$ cat config.mk
export PLATFORM = sky130hd
export DESIGN_NAME = slip_guard
export DESIGN_NICKNAME = d
export VERILOG_FILES = /design/src/rtl/slip_guard.sv
export SDC_FILE = /design/constraint.sdc
export NUM_CORES = 1
export LEC_CHECK = 0
export BUFFER_PORTS_ARGS = -buffer_cell sky130_fd_sc_hd__buf_2
export CORE_MARGIN = 5
export CORE_UTILIZATION = 37
export DETAILED_ROUTE_END_ITERATION = 10
export HOLD_SLACK_MARGIN = 0.06
export PLACE_DENSITY = 0.58
export SYNTH_ARGS = -nofsm -noshare
export SYNTH_HDL_FRONTEND = slang
export SYNTH_SLANG_ARGS = --single-unit
$ cat constraint.sdc
create_clock -name clk -period 11.89 [get_ports clk]
set_input_delay 0.5945 -clock clk [delete_from_list [all_inputs] [get_ports clk]]
set_output_delay 0.5945 -clock clk [all_outputs]
set_load 0.005 [all_outputs]
$ cat src/rtl/slip_guard.sv
module slip_guard #(
  parameter int AW    = 12,
  parameter int CNT_W = 16,
  parameter int CELL  = 47
) (
  input  logic             clk,
  input  logic             rst_n,
  input  logic             cell_valid,
  input  logic [AW-1:0]    rd_ptr,
  input  logic [AW-1:0]    max_lead,
  input  logic [AW:0]      buf_size,
  output logic             wr_en,
  output logic [AW-1:0]    wr_addr,
  output logic             underrun,
  output logic             overflow,
  output logic [CNT_W-1:0] under_cnt,
  output logic [CNT_W-1:0] over_cnt
);
  localparam logic [AW:0]      CELL_B = CELL[AW:0];
  localparam logic [CNT_W-1:0] CMAX   = '1;

  function automatic logic [AW-1:0] wrap_add(input logic [AW-1:0] a, input logic [AW:0] b,
                                             input logic [AW:0] size);
    logic [AW+1:0] s;
    s = {2'b0, a} + {1'b0, b};
    if (s >= {1'b0, size}) s = s - {1'b0, size};
    return s[AW-1:0];
  endfunction

  logic [AW-1:0] wp;
  logic          primed;
  logic [AW:0]   lead;
  logic          is_under, is_over;
  logic [AW-1:0] centre, place;

  assign lead     = (wp >= rd_ptr) ? {1'b0, wp} - {1'b0, rd_ptr}
                                   : {1'b0, wp} + buf_size - {1'b0, rd_ptr};
  assign is_under = lead < CELL_B;
  assign is_over  = !is_under && (lead > {1'b0, max_lead});
  assign centre   = wrap_add(rd_ptr, {2'b0, max_lead[AW-1:1]}, buf_size);
  assign place    = (!primed || is_under || is_over) ? centre : wp;

  always_ff @(posedge clk) begin
    if (!rst_n) begin
      wp        <= '0;
      primed    <= 1'b0;
      wr_en     <= 1'b0;
      wr_addr   <= '0;
      underrun  <= 1'b0;
      overflow  <= 1'b0;
      under_cnt <= '0;
      over_cnt  <= '0;
    end else begin
      wr_en    <= cell_valid;
      underrun <= cell_valid && primed && is_under;
      overflow <= cell_valid && primed && is_over;
      if (cell_valid) begin
        wr_addr <= place;
        wp      <= wrap_add(place, CELL_B, buf_size);
        primed  <= 1'b1;
        if (primed && is_under && under_cnt != CMAX) under_cnt <= under_cnt + 1'b1;
        if (primed && is_over  && over_cnt  != CMAX) over_cnt  <= over_cnt + 1'b1;
      end
    end
  end
endmodule


# Word level (Yosys, flattened, before mapping)
# Index checks and enable logic that the tools add are counted.
[word_totals]
inputBits = 40
ff_bits = 60
word_cells = 42
[op_classes]
add_sub_neg = 9
n_eq_ne = 2
n_reduce_logical = 14
muxes = 4
n_lt_le_gt_ge = 5
[ops]
columns = ["operator", "n"]
rows = [
  ["12-bit two-way mux", 3],
  ["16-bit by 1-bit adder with 16-bit output (second input constant)", 2],
  ["16-bit inequality test (second input constant)", 2],
  ["13-bit greater-or-equal comparator", 2],
  ["12-bit subtractor", 2],
  ["12-bit by 11-bit adder with 13-bit output", 1],
  ["12-bit by 13-bit adder with 13-bit output", 1],
  ["12-bit by 6-bit adder with 13-bit output (second input constant)", 1],
  ["13-bit by 12-bit greater-than comparator with 1-bit output", 1],
  ["13-bit by 6-bit < comparator with 1-bit output (second input constant)", 1],
  ["13-bit two-way mux", 1],
  ["12-bit by 12-bit subtractor with 13-bit output", 1],
  ["13-bit by 12-bit subtractor with 13-bit output", 1],
  ["12-bit greater-or-equal comparator", 1],
  ["1-bit logical AND", 8],
  ["2-bit AND reduction", 2],
  ["1-bit logical NOT", 2],
  ["1-bit logical OR", 2],
]

# Logic depth before layout (Yosys ltp)
[logic_depth]
ltp_word = 11
ltp_mapped = 41

# Worst setup path before layout
# No wires, ideal clock.
[synth_timing]
kind = "input-to-reg"
from = "input port buf_size[1]"
to = "register wp[4]"
required_ps = 11751
arrival_time_ps = 7639
slack_ps = 4112
setup_time_ps = 139
path_stages = 37
cell_sequence = "inv_1 fa_1 inv_1 ha_1 a211oi_2 o21ai_1 a211oi_2 xor2_1 o21ai_0 a221o_1 ha_1 nand3_1 nor4_1 a21oi_1 a2111oi_0 o31a_1 buf_6 buf_4 buf_2 a211oi_1 a21oi_1 ha_1 nand3_1 a21oi_1 o311ai_0 o31ai_2 xor2_1 ha_1 and3_1 o311a_1 nor2_1 a21oi_1 a31oi_1 clkbuf_1 nor2_1 a211oi_1 a211oi_1"
[synth_between]
elab_chain_len = 11
word_cells_on_any_way = 17
[synth_rtl]
columns = ["item", "line", "text"]
rows = [
  ["start: declaration", "11", "input logic [AW:0] buf_size,"],
  ["12-bit by 13-bit adder with 13-bit output", "37", ": {1'b0, wp} + buf_size - {1'b0, rd_ptr};"],
  ["13-bit by 12-bit subtractor with 13-bit output", "37", ""],
  ["13-bit two-way mux", "36", "assign lead = (wp >= rd_ptr) ? {1'b0, wp} - {1'b0, rd_ptr}"],
  ["13-bit by 6-bit < comparator with 1-bit output", "38", "assign is_under = lead < CELL_B;"],
  ["1-bit logical NOT", "39", "assign is_over = !is_under && (lead > {1'b0, max_lead});"],
  ["1-bit logical AND", "39", ""],
  ["1-bit logical OR", "41", "assign place = (!primed || is_under || is_over) ? centre : wp;"],
  ["12-bit two-way mux", "41", ""],
  ["12-bit by 6-bit adder with 13-bit output", "25", "s = {2'b0, a} + {1'b0, b};"],
  ["12-bit subtractor or 13-bit greater-or-equal comparator (tied branches)", "26", "if (s >= {1'b0, size}) s = s - {1'b0, size};"],
  ["12-bit two-way mux *", "26", ""],
  ["end signal: assignment", "59", "wp <= wrap_add(place, CELL_B, buf_size);"],
  ["end: declaration", "30", "logic [AW-1:0] wp;"],
]
# Mark *: on every way between the ends. The rest lies on a longest branch, timed or not.
# A chain may end at the register's enable or synchronous reset.

# Final worst setup path
[layout_timing]
from = "register wp[1]"
to = "register wp[4]"
[layout_between]
elab_chain_len = 11
word_cells_on_any_way = 16
[layout_rtl]
columns = ["item", "line", "text"]
rows = [
  ["12-bit by 13-bit adder with 13-bit output", "37", ""],
  ["13-bit by 12-bit subtractor with 13-bit output", "37", ""],
  ["13-bit two-way mux *", "36", ""],
  ["13-bit by 6-bit < comparator with 1-bit output", "38", ""],
  ["1-bit logical NOT", "39", ""],
  ["1-bit logical AND", "39", ""],
  ["1-bit logical OR *", "41", ""],
  ["12-bit two-way mux *", "41", ""],
  ["named net place[0]", "34", "logic [AW-1:0] centre, place;"],
  ["12-bit by 6-bit adder with 13-bit output *", "25", ""],
  ["12-bit subtractor or 13-bit greater-or-equal comparator (tied branches)", "26", ""],
  ["12-bit two-way mux *", "26", ""],
]
# Mark *: on every way through the listed nets, which the timed path passes. The rest lies on a longest branch.

==> results.cfg <==
[clocking]
cts_buffers = 9
clockBufferDepth = 2
cts_tree = done
ctsResizeCount = 0
htreeDepth = 3
holdBufCountCts = 0
post_cts.repair.setup_buffers = 0
numClockSinks = 60
ctsRootBufferMaster = clkbuf_16
insertion_delay_ns = 0.34
clkTransAtPathRegs_ns = 0.06

[detailed_routing]
routed_wl_microns = 20700
wl_per_cell_microns = 16.2
drt_iter0_markers = 333
vias_per_cell = 5.36
antenna_left = 0
drtPass1Iterations = 5
routed-via-count = 6843
drcViolationCount = 0

[sta]
period_share_pct = 79.2
min_period_ns = 9.42
relSlewSlack_pct = 43.1
finalSetupTns_ns = 0
rsz0062_at_grt = no
slew_violations = 0
setup_viol = 0
hold_viol = 0
finalClockSkew_ns = 0.00788
worstMarginPinSlew_ns = 0.833
timing.fmax_mhz = 106

[synth]
ys_warn_count = 0
synth-simple-area-share_pct = 20.8
synth.avg_cell_area_sq_um = 7.59
synthTopCellsByArea = dfxtp_1, ha_1, a21oi_1, inv_1, nor2_1
ys_seq_elements = 60
synth_edf_count = 0
synth.area.mux_share_pct = 4.72
synth_flop_cell = dfxtp_1
synthesis.area_sq_um = 7130
ys_async_sr_fraction_pct = 0
synth_top_cell_area_share_pct = 16.8
synth-compound-area-share_pct = 24.4
yosys.area_share.adder_pct = 17.8
synth_top_area_cell = dfxtp_1
synth_cell_types = 78
yosysSeqAreaShare_pct = 16.8
synth_top_family_by_area = compound AO/OA/AOI/OAI gates
netlist_instances = 940
postSynthNetCount = 1072
synth_xor_area_share_pct = 8.10

[global_route]
grt-ovfl-total = 0
grt_max_degree = 45
antenna_found_initial = 0
track_usage_pct = 18.6
grt_pass1_wl_microns = 33200
grt_pass1_vias = 6533

[floorplanning]
fp.dieH_microns = 149
core_area_sq_um = 18800
io_pins = 87
fp.dieW_microns = 149
initial_core_util_pct = 37.9
die_area_sq_um = 22200
rows = 50

[worst_setup_path]
timing.rr.start = wp[1]
cp-end-kind = flop
cp_slowest_cell = a2111oi_0
reg2reg_depth = 35
crit_type = reg -> reg
crit_path_frequent_cell = ha_1
cp.required_ns = 12.08
arrival_ns = 9.61
r2r-end = wp[4]
crit_fanout = 35
rrSetupSlack_ns = 2.47
cpPeakStageDelay_ns = 0.76
startpoint_type = flop

[power_and_ir_drop]
p_leak_nw = 3.61
p_per_area_nw_per_um2 = 250
power_mw = 2.01
peakVddDrop_mv = 0.148

[layout]
nFillCells = 1958
fin_util_pct = 42.8
area_delta_synth_final_pct = 13.0
n_antenna_cell = 0
fin_cells = 1276
final_area_sq_um = 8060
drive_gt1_share_pct = 14.2
finalNetCount = 1143

[placed_design]
dpl.hpwl_microns = 16800
place_area_sq_um = 7770
dp_cells = 1260
place_congestion = 0.965
numPortBuffers = 86

[outcome]
status = finished clean

[min_path]
min_path_cells = 2
hp-start = wr_addr[10]
hold_path_end = wr_addr[10]
hold_class = reg -> reg

[run]
cap_violations = 0
[flip-flops by register name, indices dropped and copies added (netlist names)]
signal and cells:
over_cnt 16, overflow 1, primed 1, under_cnt 16, underrun 1, wp 12, wr_addr 12, wr_en 1
[worst max-delay path: cells and delay by family, from the launching register on]
family                     cells  cell delay, ns
AOI/OAI and AO/OA             16            4.34
adders and majority gates      5            1.65
and+or+nand+nor                6            0.93
buffers and inverters          5            0.90
DFF                            1            0.52
xor gates and xnor gates       2            0.49
muxes                          1            0.42
[logic make-up (layout without fill, tap and decap cells)]
| family | Yosys count | after routing |
|---|---|---|
| xor+xnor | 66 | 66 |
| compound gates | 263 | 263 |
| mux | 32 | 32 |
| fa+ha+maj | 92 | 92 |
| buf+inv | 129 | 205 |
| simple gates | 298 | 298 |
| flops | 60 | 60 |
[cells in the mapped netlist (all sizes together) (7+ instances only)]
cell / instances
a211oi: 20
a21o: 12
a21oi: 80
and3: 9
buf: 16
clkbuf: 14
dfxtp: 60
fa: 16
ha: 76
inv: 99
mux2: 10
mux2i: 22
nand2: 59
nand2b: 7
nand3: 25
nand4: 11
nor2: 94
nor2b: 9
nor3: 26
nor4: 13
o211ai: 10
o21a: 9
o21ai: 59
o21bai: 9
o31ai: 9
or3: 15
xnor2: 36
xor2: 30
[report_power, final]
| group | internal (mW) | switching [mW] | total (mW) |
|---|---|---|---|
| logic | 0.613 | 0.865 | 1.48 |
| registers | 0.230 | 0.0410 | 0.271 |
| clock network | 0.162 | 0.102 | 0.264 |
| total | 1.01 | 1.01 | 2.01 |
[layer usage]
layer  part of all wire, %  vias to the layer above  GRT usage (%)
met5                     0                        -              0
met4                  0.62                        0           2.79
met1                    50                     3179           26.8
met2                    44                      143           29.7
met3                   4.6                        6           3.10
li1                      -                     3515              -
[worst max-delay path by stage]
stage                 from  endpoint  slack [ns]  depth (start not counted)
2_1_floorplan  buf_size[1]     wp[4]        4.11                         37
3_3_place_gp   buf_size[1]     wp[4]        2.64                         36
3_5_place_dp   buf_size[1]     wp[4]        2.37                         36
4_1_cts              wp[1]     wp[4]        2.59                         35
5_1_grt              wp[7]     wp[4]        1.73                         35
6_report             wp[1]     wp[4]        2.47                         35
[layout make-up]
| type | instances | area, sq um | share of cell area (%) |
|---|---|---|---|
| clock buffers | 10 | 229 | 2.84 |
| clock inverters | 6 | 63.8 | 0.792 |
| inverters | 99 | 372 | 4.61 |
| multi-input cells | 751 | 5410 | 67.1 |
| flip-flops and latches | 60 | 1200 | 14.9 |
| well taps | 260 | 325 | 4.04 |
| repair buffers | 90 | 460 | 5.71 |
[through the flow]
stage / hold WS [ns] / worst slack (ns)
after floorplan: 0.455 / 4.11
after global placement: 0.453 / 2.64
after detailed placement: 0.462 / 2.37
after CTS: 0.471 / 2.59
after global routing: 0.514 / 1.73
final: 0.472 / 2.47
[cells in the final DEF, fill, tap and decap left out, types with 15 or more instances in the layout]
cell	n
or3_1	15
nor3_1	22
xor2_1	30
fa_1	16
o21ai_0	56
a211oi_1	15
nand3_1	25
xnor2_1	36
nand2_1	58
mux2i_1	22
buf_2	86
nor2_1	94
a21oi_1	80
ha_1	76
dfxtp_1	60
inv_1	98
No activity file was read; power rests on OpenSTA's default activity.
